[src/rtl/gpio_irq_ctrl.sv]
module gpio_irq_ctrl #(
  parameter int NPIN = 32,
  parameter int AW   = 6
) (
  input  logic            clk,
  input  logic            rst_n,
  input  logic [AW-1:0]   bus_addr,
  input  logic            bus_we,
  input  logic [NPIN-1:0] bus_wdata,
  output logic [NPIN-1:0] bus_rdata,
  input  logic [NPIN-1:0] pin_in,
  output logic [NPIN-1:0] pin_out,
  output logic [NPIN-1:0] pin_oe,
  output logic            irq
);
  localparam logic [AW-1:0] A_DOUT = 6'h00, A_DIN = 6'h04, A_DIR = 6'h08,
                            A_SET = 6'h10, A_CLR = 6'h14, A_IEN = 6'h20,
                            A_RAW = 6'h24, A_MSK = 6'h28, A_ACK = 6'h2C,
                            A_TRG = 6'h34, A_BTH = 6'h38, A_POL = 6'h3C;

  logic [NPIN-1:0] dout_q, dir_q, ien_q, pend_q, trg_q, bth_q, pol_q;
  logic [NPIN-1:0] sync1_q, sync2_q, prev_q;
  logic [NPIN-1:0] rise, fall, edge_hit, lvl_hit, hit, ack;

  wire wr_set = bus_we && bus_addr == A_SET;
  wire wr_clr = bus_we && bus_addr == A_CLR;

  assign rise     = sync2_q & ~prev_q;
  assign fall     = ~sync2_q & prev_q;
  assign edge_hit = (bth_q & (rise | fall)) | (~bth_q & pol_q & fall) | (~bth_q & ~pol_q & rise);
  assign lvl_hit  = sync2_q ^ pol_q;
  assign hit      = (trg_q & lvl_hit) | (~trg_q & edge_hit);
  assign ack      = (bus_we && bus_addr == A_ACK) ? bus_wdata : '0;

  always_ff @(posedge clk or negedge rst_n) begin
    if (!rst_n) begin
      sync1_q <= '0;
      sync2_q <= '0;
      prev_q  <= '0;
    end else begin
      sync1_q <= pin_in;
      sync2_q <= sync1_q;
      prev_q  <= sync2_q;
    end
  end

  always_ff @(posedge clk or negedge rst_n) begin
    if (!rst_n) begin
      dout_q <= '0;
      dir_q  <= '0;
      ien_q  <= '0;
      trg_q  <= '0;
      bth_q  <= '0;
      pol_q  <= '0;
    end else begin
      if (wr_set) dout_q <= dout_q | bus_wdata;
      if (wr_clr) dout_q <= dout_q & ~bus_wdata;
      if (bus_we) begin
        case (bus_addr)
          A_DIR:   dir_q <= bus_wdata;
          A_IEN:   ien_q <= bus_wdata;
          A_TRG:   trg_q <= bus_wdata;
          A_BTH:   bth_q <= bus_wdata;
          A_POL:   pol_q <= bus_wdata;
          default: ;
        endcase
      end
    end
  end

  always_ff @(posedge clk or negedge rst_n) begin
    if (!rst_n) pend_q <= '0;
    else        pend_q <= (pend_q & ~ack) | hit;
  end

  always_comb begin
    case (bus_addr)
      A_DOUT:  bus_rdata = dout_q;
      A_DIN:   bus_rdata = sync2_q;
      A_DIR:   bus_rdata = dir_q;
      A_IEN:   bus_rdata = ien_q;
      A_RAW:   bus_rdata = pend_q;
      A_MSK:   bus_rdata = pend_q & ien_q;
      A_TRG:   bus_rdata = trg_q;
      A_BTH:   bus_rdata = bth_q;
      A_POL:   bus_rdata = pol_q;
      default: bus_rdata = '0;
    endcase
  end

  assign pin_out = dout_q;
  assign pin_oe  = dir_q;
  assign irq     = |(pend_q & ien_q);
endmodule

[config.mk]
export PLATFORM = sky130hd
export DESIGN_NAME = gpio_irq_ctrl
export DESIGN_NICKNAME = d
export VERILOG_FILES = /design/src/rtl/gpio_irq_ctrl.sv
export SDC_FILE = /design/constraint.sdc
export NUM_CORES = 1
export LEC_CHECK = 0
export CAP_MARGIN = 30
export CORE_ASPECT_RATIO = 1.2
export CORE_MARGIN = 4
export CORE_UTILIZATION = 50
export CTS_BUF_LIST = sky130_fd_sc_hd__clkbuf_8
export CTS_CLUSTER_SIZE = 20
export DETAILED_ROUTE_END_ITERATION = 8
export PLACE_DENSITY = 0.68
export SLEW_MARGIN = 20
export SYNTH_ARGS = -nofsm -noshare
export SYNTH_HDL_FRONTEND = slang
export SYNTH_SLANG_ARGS = --single-unit
[constraint.sdc]
create_clock -name clk -period 2.3 [get_ports clk]
set_input_delay 0.23 -clock clk [delete_from_list [all_inputs] [get_ports clk]]
set_output_delay 0.23 -clock clk [all_outputs]
set_load 0.03 [all_outputs]
**Word-level counts from Yosys, hierarchy flattened**

Cells that the tools add are included.

- Register bits after elaboration: 320
- Input bits: 73
- Word-level logic and storage cells: 62

- Equality and inequality tests: 11
- Multiplexer cells: 4
- Bitwise operators: 26
- Reduce and logical (&&, ||, !) cells: 11

Operator list:

| kind | count |
|---|---|
| AND 32 bit | 12 |
| case mux 32 bit (9 select lines) | 1 |
| NOT 32 bit | 7 |
| OR 32 bit | 6 |
| 2-to-1 mux 32 bit | 3 |
| == test 6 bit (second input constant) | 7 |
| OR reduction 32 bit | 1 |
| bitwise XOR 32 bit | 1 |
| == test 6 x 5 -> 1 bit (second input constant) | 2 |
| AND reduction 2 bit | 5 |
| == test 6 x 3 -> 1 bit (second input constant) | 1 |
| == test 6 x 4 -> 1 bit (second input constant) | 1 |
| logical NOT 6 bit | 1 |
| logical AND 1 bit | 3 |
| nonzero test 2 bit | 1 |

**Logic depth before layout (Yosys ltp)**

Gate-level depths: netlist of run 1.

- Depth in word-level cells: 9
- Gate-level depth with buffers: 7
- Mapped depth without buffers: 6

**Worst setup path after synthesis of run 1**

No wires, ideal clock.

- Kind: input to output
- Start point: in bus_addr[0]
- End point: out bus_rdata[10]
- Arrival: 2030 ps
- Setup slack: 40 ps
- Stages: 6
- Cells stage by stage: clkbuf_1 or4b_4 clkbuf_1 nor2_1 a22oi_1 o221ai_1

- Word-level cells in the longest chain between the ends: 2

RTL lines:

| item | RTL line | text |
|---|---|---|
| start: declaration | 7 | `input logic [AW-1:0] bus_addr,` |
| == test 6 bit, or another cell as far along | 77 | `case (bus_addr)` |
| case mux 32 bit (9 select lines) (*) | 77 |  |
| end: declaration | 10 | `output logic [NPIN-1:0] bus_rdata,` |

Every way passes the cells marked *; elsewhere a longest branch is shown, timed or not.

**Final worst setup path of run 1**

- Start point: reg ien_q[27]
- End point: out irq

- Word-level cells in the longest chain between the ends: 2

RTL lines:

| item | RTL line | text |
|---|---|---|
| start: declaration | 21 | `logic [NPIN-1:0] dout_q, dir_q, ien_q, pend_q, trg_q, bth_q, pol_q;` |
| start signal: assignment | 61 | `A_IEN: ien_q <= bus_wdata;` |
| AND 32 bit | 93 | `assign irq = \|(pend_q & ien_q);` |
| OR reduction 32 bit | 93 |  |
| end: declaration | 14 | `output logic irq` |

Every way passes these cells.

==> impl_metrics.py, run 1 <==
metrics = {
    "sta": {
        "finalClockSkew_ns": 0.02309,
        "setup_viol": 1,
        "rsz0062_at_grt": "yes",
        "relSlewSlack_pct": 59.59,
        "period_share_pct": 112.2,
        "timing.fmax_mhz": 387.6,
        "worst_pin_slew_ns": 0.6062,
        "period_needed_ns": 2.580,
        "fin_ws_ns": -0.2800,
        "drv_slew": 0,
        "hold_violations": 0,
    },
    "setup_path": {
        "critPathTopFamily": "simple AND/OR/NAND/NOR gates",
        "cp_slowest_cell": "or4_4",
        "cp-start-kind": "flip-flop",
        "cp_data_arrival_time_ns": 2.35,
        "critPathKind": "reg -> out",
        "r2r_start": "sync2_q[26]",
        "rrSetupSlack_ns": 0.78,
        "worstRegToRegCells": 5,
        "worstReg2RegEnd": "pend_q[26]",
        "cp_max_fo": 3,
        "slowest_delay_ns": 0.57,
        "worst-path-buf-inv": 1,
        "cp.required_ns": 2.07,
        "path_cells": "a22o_1 -> a221oi_2 -> nand3_1 -> or4_4 -> buf_6",
        "critPathCaptureType": "output port",
    },
    "global_routing": {
        "grt_max_degree": 73,
        "antenna_found_initial": 1,
        "grt_pass1_wl_um": 65920,
        "grt-ovfl-total": 0,
        "grt_pass1_vias": 11588,
        "grt_usage_pct": 24.72,
    },
    "routing": {
        "met3WireLength_um": 2410,
        "wl_um": 41770,
        "via_per_inst": 5.866,
        "drc_errors": 0,
        "routed.top_layer": "met4",
        "final_antenna_net_count": 0,
        "wl_met2_um": 20420,
        "wire_per_inst_um": 21.68,
        "vias": 11304,
        "wl_met1_um": 17940,
        "first_pass_iters": 5,
        "drtIter0Drc": 792,
    },
    "yosys": {
        "ys_seq_elements": 320,
        "async_reset_ff_share_pct": 100.0,
        "synth-edff-count": 0,
        "synthesis.area_sq_um": 15320,
        "synth_area_per_cell_sq_um": 12.18,
        "synth_nets": 1395,
        "synth_top_flop_cell": "dfrtp_1",
        "ys_types": 45,
        "ys_warn_count": 0,
        "synth_cells": 1258,
        "synth_seq_area_share_pct": 52.27,
    },
    "clocking": {
        "cts.htree.levels": 2,
        "clk_pin_slew_ns": 0.06,
        "cts_root_buffer": "clkbuf_8",
        "clock_latency_ns": 0.58,
        "cts_tree": "yes",
        "cts_sinks": 320,
        "clockBufferDepth": 3,
        "numCtsBuffers": 53,
    },
    "floorplan": {
        "io_pins": 170,
        "rows": 69,
        "start_util_pct": 51.13,
        "dieWidth_um": 167.8,
        "core-area_sq_um": 29960,
        "die_h_um": 199.7,
        "die_area_sq_um": 33510,
    },
    "placed_design": {
        "placed_cells": 1826,
        "preCtsSetupSlack_ns": -0.1909,
        "port_buffers": 169,
        "place_congestion": 0.8731,
        "hpwl_um": 27850,
        "dpl-instance-area_sq_um": 17970,
    },
    "power_and_ir_drop": {
        "leakage_nw": 8.759,
        "peakVddDrop_mv": 0.5078,
        "power_w": 0.01440,
        "p_per_area_nw_per_um2": 752.4,
    },
    "layout": {
        "final_layout_size_suffix_gt1_share_pct": 24.66,
        "fin_cells": 1927,
        "nNetsFinal": 1634,
        "fin_area_sq_um": 19140,
        "n_antenna_cell": 0,
        "post-route-util_pct": 63.89,
        "syn2layout_area_growth_pct": 24.94,
    },
    "worst_hold_path": {
        "holdPathEnd": "sync1_q[17]",
        "hold_depth": 1,
        "min-delay-start": "pin_in[17]",
        "worstHoldPathType": "in -> reg",
    },
    "run_status": {
        "violations": "setup timing",
        "status": "finished, violations left",
    },
    "flow_run": {
        "maxCapViolCount": 0,
    },
}
cell usage in the layout (no fill, tap or decap), drive strengths merged, types with 12 or more instances in the layout:
master and count:
nor3 16, a21oi 26, nor2b 34, o22ai 27
a22oi 27, o21ai 26, mux2i 51, dfrtp 320
clkbuf 67, buf 114, inv 83, xor2 32
nand2 85, mux2 194, ha 64, a2bb2oi 15
clkdlybuf4s50 129, o221ai 16, nand2b 12, a221o 33
nor2 25, a211oi 65
per-layer routing:
metal | up-vias | track usage, %
met5 | - | 0
met4 | 0 | 7.637
met3 | 72 | 4.077
met2 | 390 | 41.33
met1 | 5728 | 33.53
li1 | 5114 | -
power breakdown:
part | switching (W) | internal [W] | leakage [nW]
logic | 0.00135 | 0.00127 | 4.21
clock network | 0.00226 | 0.00273 | 0.620
registers | 0.000568 | 0.00621 | 3.93
total | 0.00418 | 0.0102 | 8.76
registers in the layout (all words and copies together) (netlist names), named ones only:
name,count
bth_q,32
ien_q,32
pend_q,32
pin_oe,32
pol_q,32
prev_q,32
sync1_q,32
sync2_q,32
trg_q,32
logic make-up (layout without fill, tap and decap cells):
logic type,count (synthesis),in the layout,share of synthesized area (%)
AO/OA/AOI/OAI,268,268,12.99
XOR/XNOR,32,32,1.830
adder cells (fa/ha/maj),64,64,5.227
buffers and inverters,131,410,3.610
flip-flops,320,320,52.27
multiplexers,245,245,17.59
AND/OR/NAND/NOR,198,198,6.477
worst max path at each step:
stage | slack, ns | from | endpoint | cells past startpoint
after CTS | -0.28 | ien_q[31] | irq | 5
after detailed placement | -0.19 | bus_addr[1] | bus_rdata[8] | 7
after global placement | -0.15 | bus_addr[1] | bus_rdata[10] | 8
after global routing | -0.36 | ien_q[27] | irq | 5
after floorplan | 0.04 | bus_addr[0] | bus_rdata[10] | 6
final | -0.28 | ien_q[27] | irq | 5
Yosys cell counts (2+ instances only):
cell | count | share of area (%)
nand4_1 | 7 | 0.29
a22oi_1 | 27 | 1.3
or4_1 | 2 | 0.098
and3_1 | 5 | 0.20
a221oi_1 | 8 | 0.46
mux2_1 | 34 | 2.5
nor3_2 | 3 | 0.20
nand3_1 | 5 | 0.16
inv_1 | 67 | 1.6
mux2i_1 | 51 | 3.3
buf_2 | 21 | 0.69
buf_6 | 3 | 0.22
a211oi_1 | 65 | 3.2
a2bb2oi_1 | 15 | 0.86
a22o_1 | 3 | 0.17
a32o_1 | 4 | 0.26
a32oi_1 | 5 | 0.29
nand2_1 | 85 | 2.1
mux2_2 | 160 | 12
ha_1 | 64 | 5.2
xor2_1 | 32 | 1.8
nor4_1 | 3 | 0.12
o22ai_1 | 27 | 1.1
a21oi_1 | 26 | 0.85
nor2_1 | 22 | 0.54
nor2b_1 | 34 | 1.4
a31oi_1 | 8 | 0.33
nand2b_1 | 12 | 0.49
buf_1 | 6 | 0.15
nor3_1 | 12 | 0.39
clkbuf_1 | 30 | 0.74
dfrtp_1 | 320 | 52
buf_4 | 3 | 0.15
o21ai_0 | 26 | 0.85
o211ai_1 | 4 | 0.20
o221ai_1 | 16 | 0.91
a221o_1 | 33 | 2.2
nor2_2 | 3 | 0.12
metrics by stage:
stage	setup TNS, ns	hold WS (ns)
final	-0.2800	0.07899
after global routing	-0.3553	0.05153
after CTS	-0.2830	0.04674
after detailed placement	-12.75	0.2561
after global placement	-6.421	0.2558
after floorplan	0	-0.06559
repair_timing:
action / in CTS / in global routing
gates resized for setup: 14 / 3
pin swaps: 7 / 2
hold endpoints to repair: 64 / 0
endpoints found under the setup margin: 29 / 4
hold buffers: 1 / 0
gates cloned: 0 / 0
setup buffers: 5 / 0
layout make-up:
| type | count | area [sq um] |
|---|---|---|
| well taps | 390 | 488.0 |
| clock buffers | 67 | 922.1 |
| fillers | 2372 | 10820 |
| repair buffers | 248 | 2467 |
| flip-flops and latches | 320 | 8009 |
| multi-input cells | 807 | 6849 |
| clock inverters | 28 | 152.6 |
| inverters | 67 | 251.5 |
(Power assumes the default switching activity.)
==> run 2: changes to the inputs <==
- clock period: 2.3 -> 3.1 ns (I/O delays scaled with it)
==> run 2 against run 1 <==
The flow now finishes without violations. First-iteration DRC count is 0.25% higher. Critical path type unchanged. Sequential cell count is the same. Clock skew shrank 0.014 ns. Sequential power shrank 26%. Total power down 27%. Critical endpoint unchanged. Clock power is 28% lower. Register-to-register slack improved by 0.83 ns. Clock-buffer cell count up 2. Non-clock buffer count shrank 26. Cell count shrank 1.7%. Routed wire length shrank 0.51%.
==> impl_metrics.py, run 2 (synthesized netlist as in run 1, its figures left out) <==
metrics = {
    "sta": {
        "rsz0062_at_grt": "no",
        "setup_viol": 0,
        "tns_ns": 0,
        "fin_ws_ns": 0.1256,
        "period_needed_ns": 2.974,
        "timing.fmax_mhz": 336.2,
        "finalClockSkew_ns": 0.008709,
        "hold_violations": 0,
        "worst_pin_slew_ns": 0.7049,
        "drv_slew": 0,
        "relSlewSlack_pct": 53.01,
        "period_share_pct": 95.95,
    },
    "clocking": {
        "clock_latency_ns": 0.58,
        "cts.htree.levels": 2,
        "numCtsBuffers": 53,
        "cts_sinks": 320,
        "clockBufferDepth": 3,
        "cts_root_buffer": "clkbuf_8",
        "cts_tree": "yes",
        "post_cts_buffers": 0,
        "clk_pin_slew_ns": 0.06,
    },
    "layout": {
        "final_layout_size_suffix_gt1_share_pct": 22.29,
        "fin_cells": 1894,
        "final_common_cell": "dfrtp_1",
        "nFillCells": 2377,
        "mostFrequentLayoutCells": "320 x dfrtp_1, 160 x mux2_2, 134 x clkdlybuf4s50_1",
        "nNetsFinal": 1608,
        "fin_area_sq_um": 18700,
        "regArea_sq_um": 8008,
        "syn2layout_area_growth_pct": 22.07,
        "multiInputGateArea_sq_um": 6812,
    },
    "setup_path": {
        "cp_slowest_cell": "or4_1",
        "critPathKind": "reg -> out",
        "cp_data_arrival_time_ns": 2.66,
        "cp.required_ns": 2.79,
        "cp-start-kind": "flip-flop",
        "critPathCaptureType": "output port",
        "rrSetupSlack_ns": 1.61,
        "worstReg2RegEnd": "pend_q[1]",
        "path_cells": "a22o_1 -> a221oi_1 -> nand3_1 -> or4_1 -> dlygate4sd2_1",
        "worstRegToRegCells": 5,
        "slowest_delay_ns": 0.58,
        "cp_max_fo": 4,
        "r2r_start": "sync2_q[1]",
    },
    "floorplan": {
        "io_pins": 170,
        "die_area_sq_um": 33510,
        "dieWidth_um": 167.8,
        "start_util_pct": 51.13,
        "rows": 69,
        "core-area_sq_um": 29960,
        "die_h_um": 199.7,
    },
    "power_and_ir_drop": {
        "combPwrFrac_pct": 18.1,
        "p_seq_share_pct": 47.7,
        "p_per_area_nw_per_um2": 563.3,
        "peakVddDrop_mv": 0.3388,
        "p_clk_share_pct": 34.3,
        "swShare_pct": 28.94,
        "p_switching_w": 0.003048,
        "leakage_nw": 8.513,
        "power_w": 0.01053,
        "internal_power_w": 0.007486,
    },
    "global_routing": {
        "grt_max_degree": 91,
        "grt_pass1_vias": 11686,
        "antenna_found_initial": 2,
        "grt-ovfl-total": 0,
        "grt_pass1_wl_um": 65320,
        "grt_usage_pct": 24.48,
    },
    "routing": {
        "drc_errors": 0,
        "wl_um": 41560,
        "drtIter0Drc": 794,
        "first_pass_iters": 5,
        "wire_per_inst_um": 21.94,
        "final_antenna_net_count": 0,
        "vias": 11161,
        "via_per_inst": 5.893,
    },
    "placed_design": {
        "placed_cells": 1805,
        "hpwl_um": 27100,
        "place_congestion": 0.8581,
        "preCtsSetupSlack_ns": 0.2206,
        "dpl-instance-area_sq_um": 17660,
        "port_buffers": 169,
    },
    "run_status": {
        "status": "finished, final reports clean",
    },
    "worst_hold_path": {
        "min-delay-start": "pin_in[7]",
        "hold_depth": 1,
        "holdPathEnd": "sync1_q[7]",
        "worstHoldPathType": "in -> reg",
    },
    "flow_run": {
        "maxCapViolCount": 0,
    },
}
run 2: worst max-delay path: cells and delay by family (launching register included):
family,cells,cell delay (ns)
and+or+nand+nor,2,0.68
buffers and inverters,1,0.40
DFF,1,0.42
AOI/OAI and AO/OA,2,0.59
run 2: layer usage:
| layer | GRT usage, % | share of wire (%) | up-vias |
|---|---|---|---|
| met5 | 0 | 0.031 | - |
| met4 | 10.16 | 4.1 | 2 |
| met3 | 4.727 | 6.2 | 108 |
| met2 | 40.04 | 47 | 390 |
| met1 | 32.43 | 43 | 5604 |
| li1 | - | - | 5057 |
run 2: layout make-up:
class / count / area share [%]
sequential: 320 / 42.82
multi-input combinational: 807 / 36.43
timing repair buffer: 222 / 11.29
clock buffer: 69 / 5.079
tap: 390 / 2.610
inverter: 67 / 1.345
clock inverter: 18 / 0.4149
antenna: 1 / 0.01338
run 2: what timing repair did:
| action | in CTS | in global routing |
|---|---|---|
| endpoints found under the hold margin | 83 | 0 |
| endpoints found under the setup margin | 1 | 0 |
| resized for setup | 2 | 0 |
| hold buffers | 1 | 0 |
run 2: worst max path at each step:
stage / from / to / depth (start not counted)
3_3_place_gp: bus_addr[0] / bus_rdata[28] / 6
2_1_floorplan: bus_addr[0] / bus_rdata[10] / 6
3_5_place_dp: bus_addr[0] / bus_rdata[28] / 6
6_report: pend_q[27] / irq / 5
4_1_cts: pend_q[27] / irq / 5
5_1_grt: pend_q[27] / irq / 5
run 2: power by group through the flow:
stage | logic (W) | registers, W | clock network (W)
2_1_floorplan | 0.000869 | 0.00525 | 0
6_report | 0.00190 | 0.00502 | 0.00361
4_1_cts | 0.00192 | 0.00502 | 0.00370
5_1_grt | 0.00207 | 0.00509 | 0.00387
3_5_place_dp | 0.00191 | 0.00509 | 0
3_3_place_gp | 0.00188 | 0.00507 | 0
run 2: stage by stage:
step,utilization (%),hold slack [ns]
6_report,62.42,0.1699
5_1_grt,62.42,0.1403
4_1_cts,62.41,0.1299
3_5_place_dp,58.94,0.3347
3_3_place_gp,58.94,0.3323
2_1_floorplan,-,0.01441
==> run 3: changes to the inputs <==
- ABC_CLOCK_PERIOD_IN_PS: not set -> 3100
==> results of run 3 <==
Same layout as run 2: the final DEF is identical, and so are final timing and power.
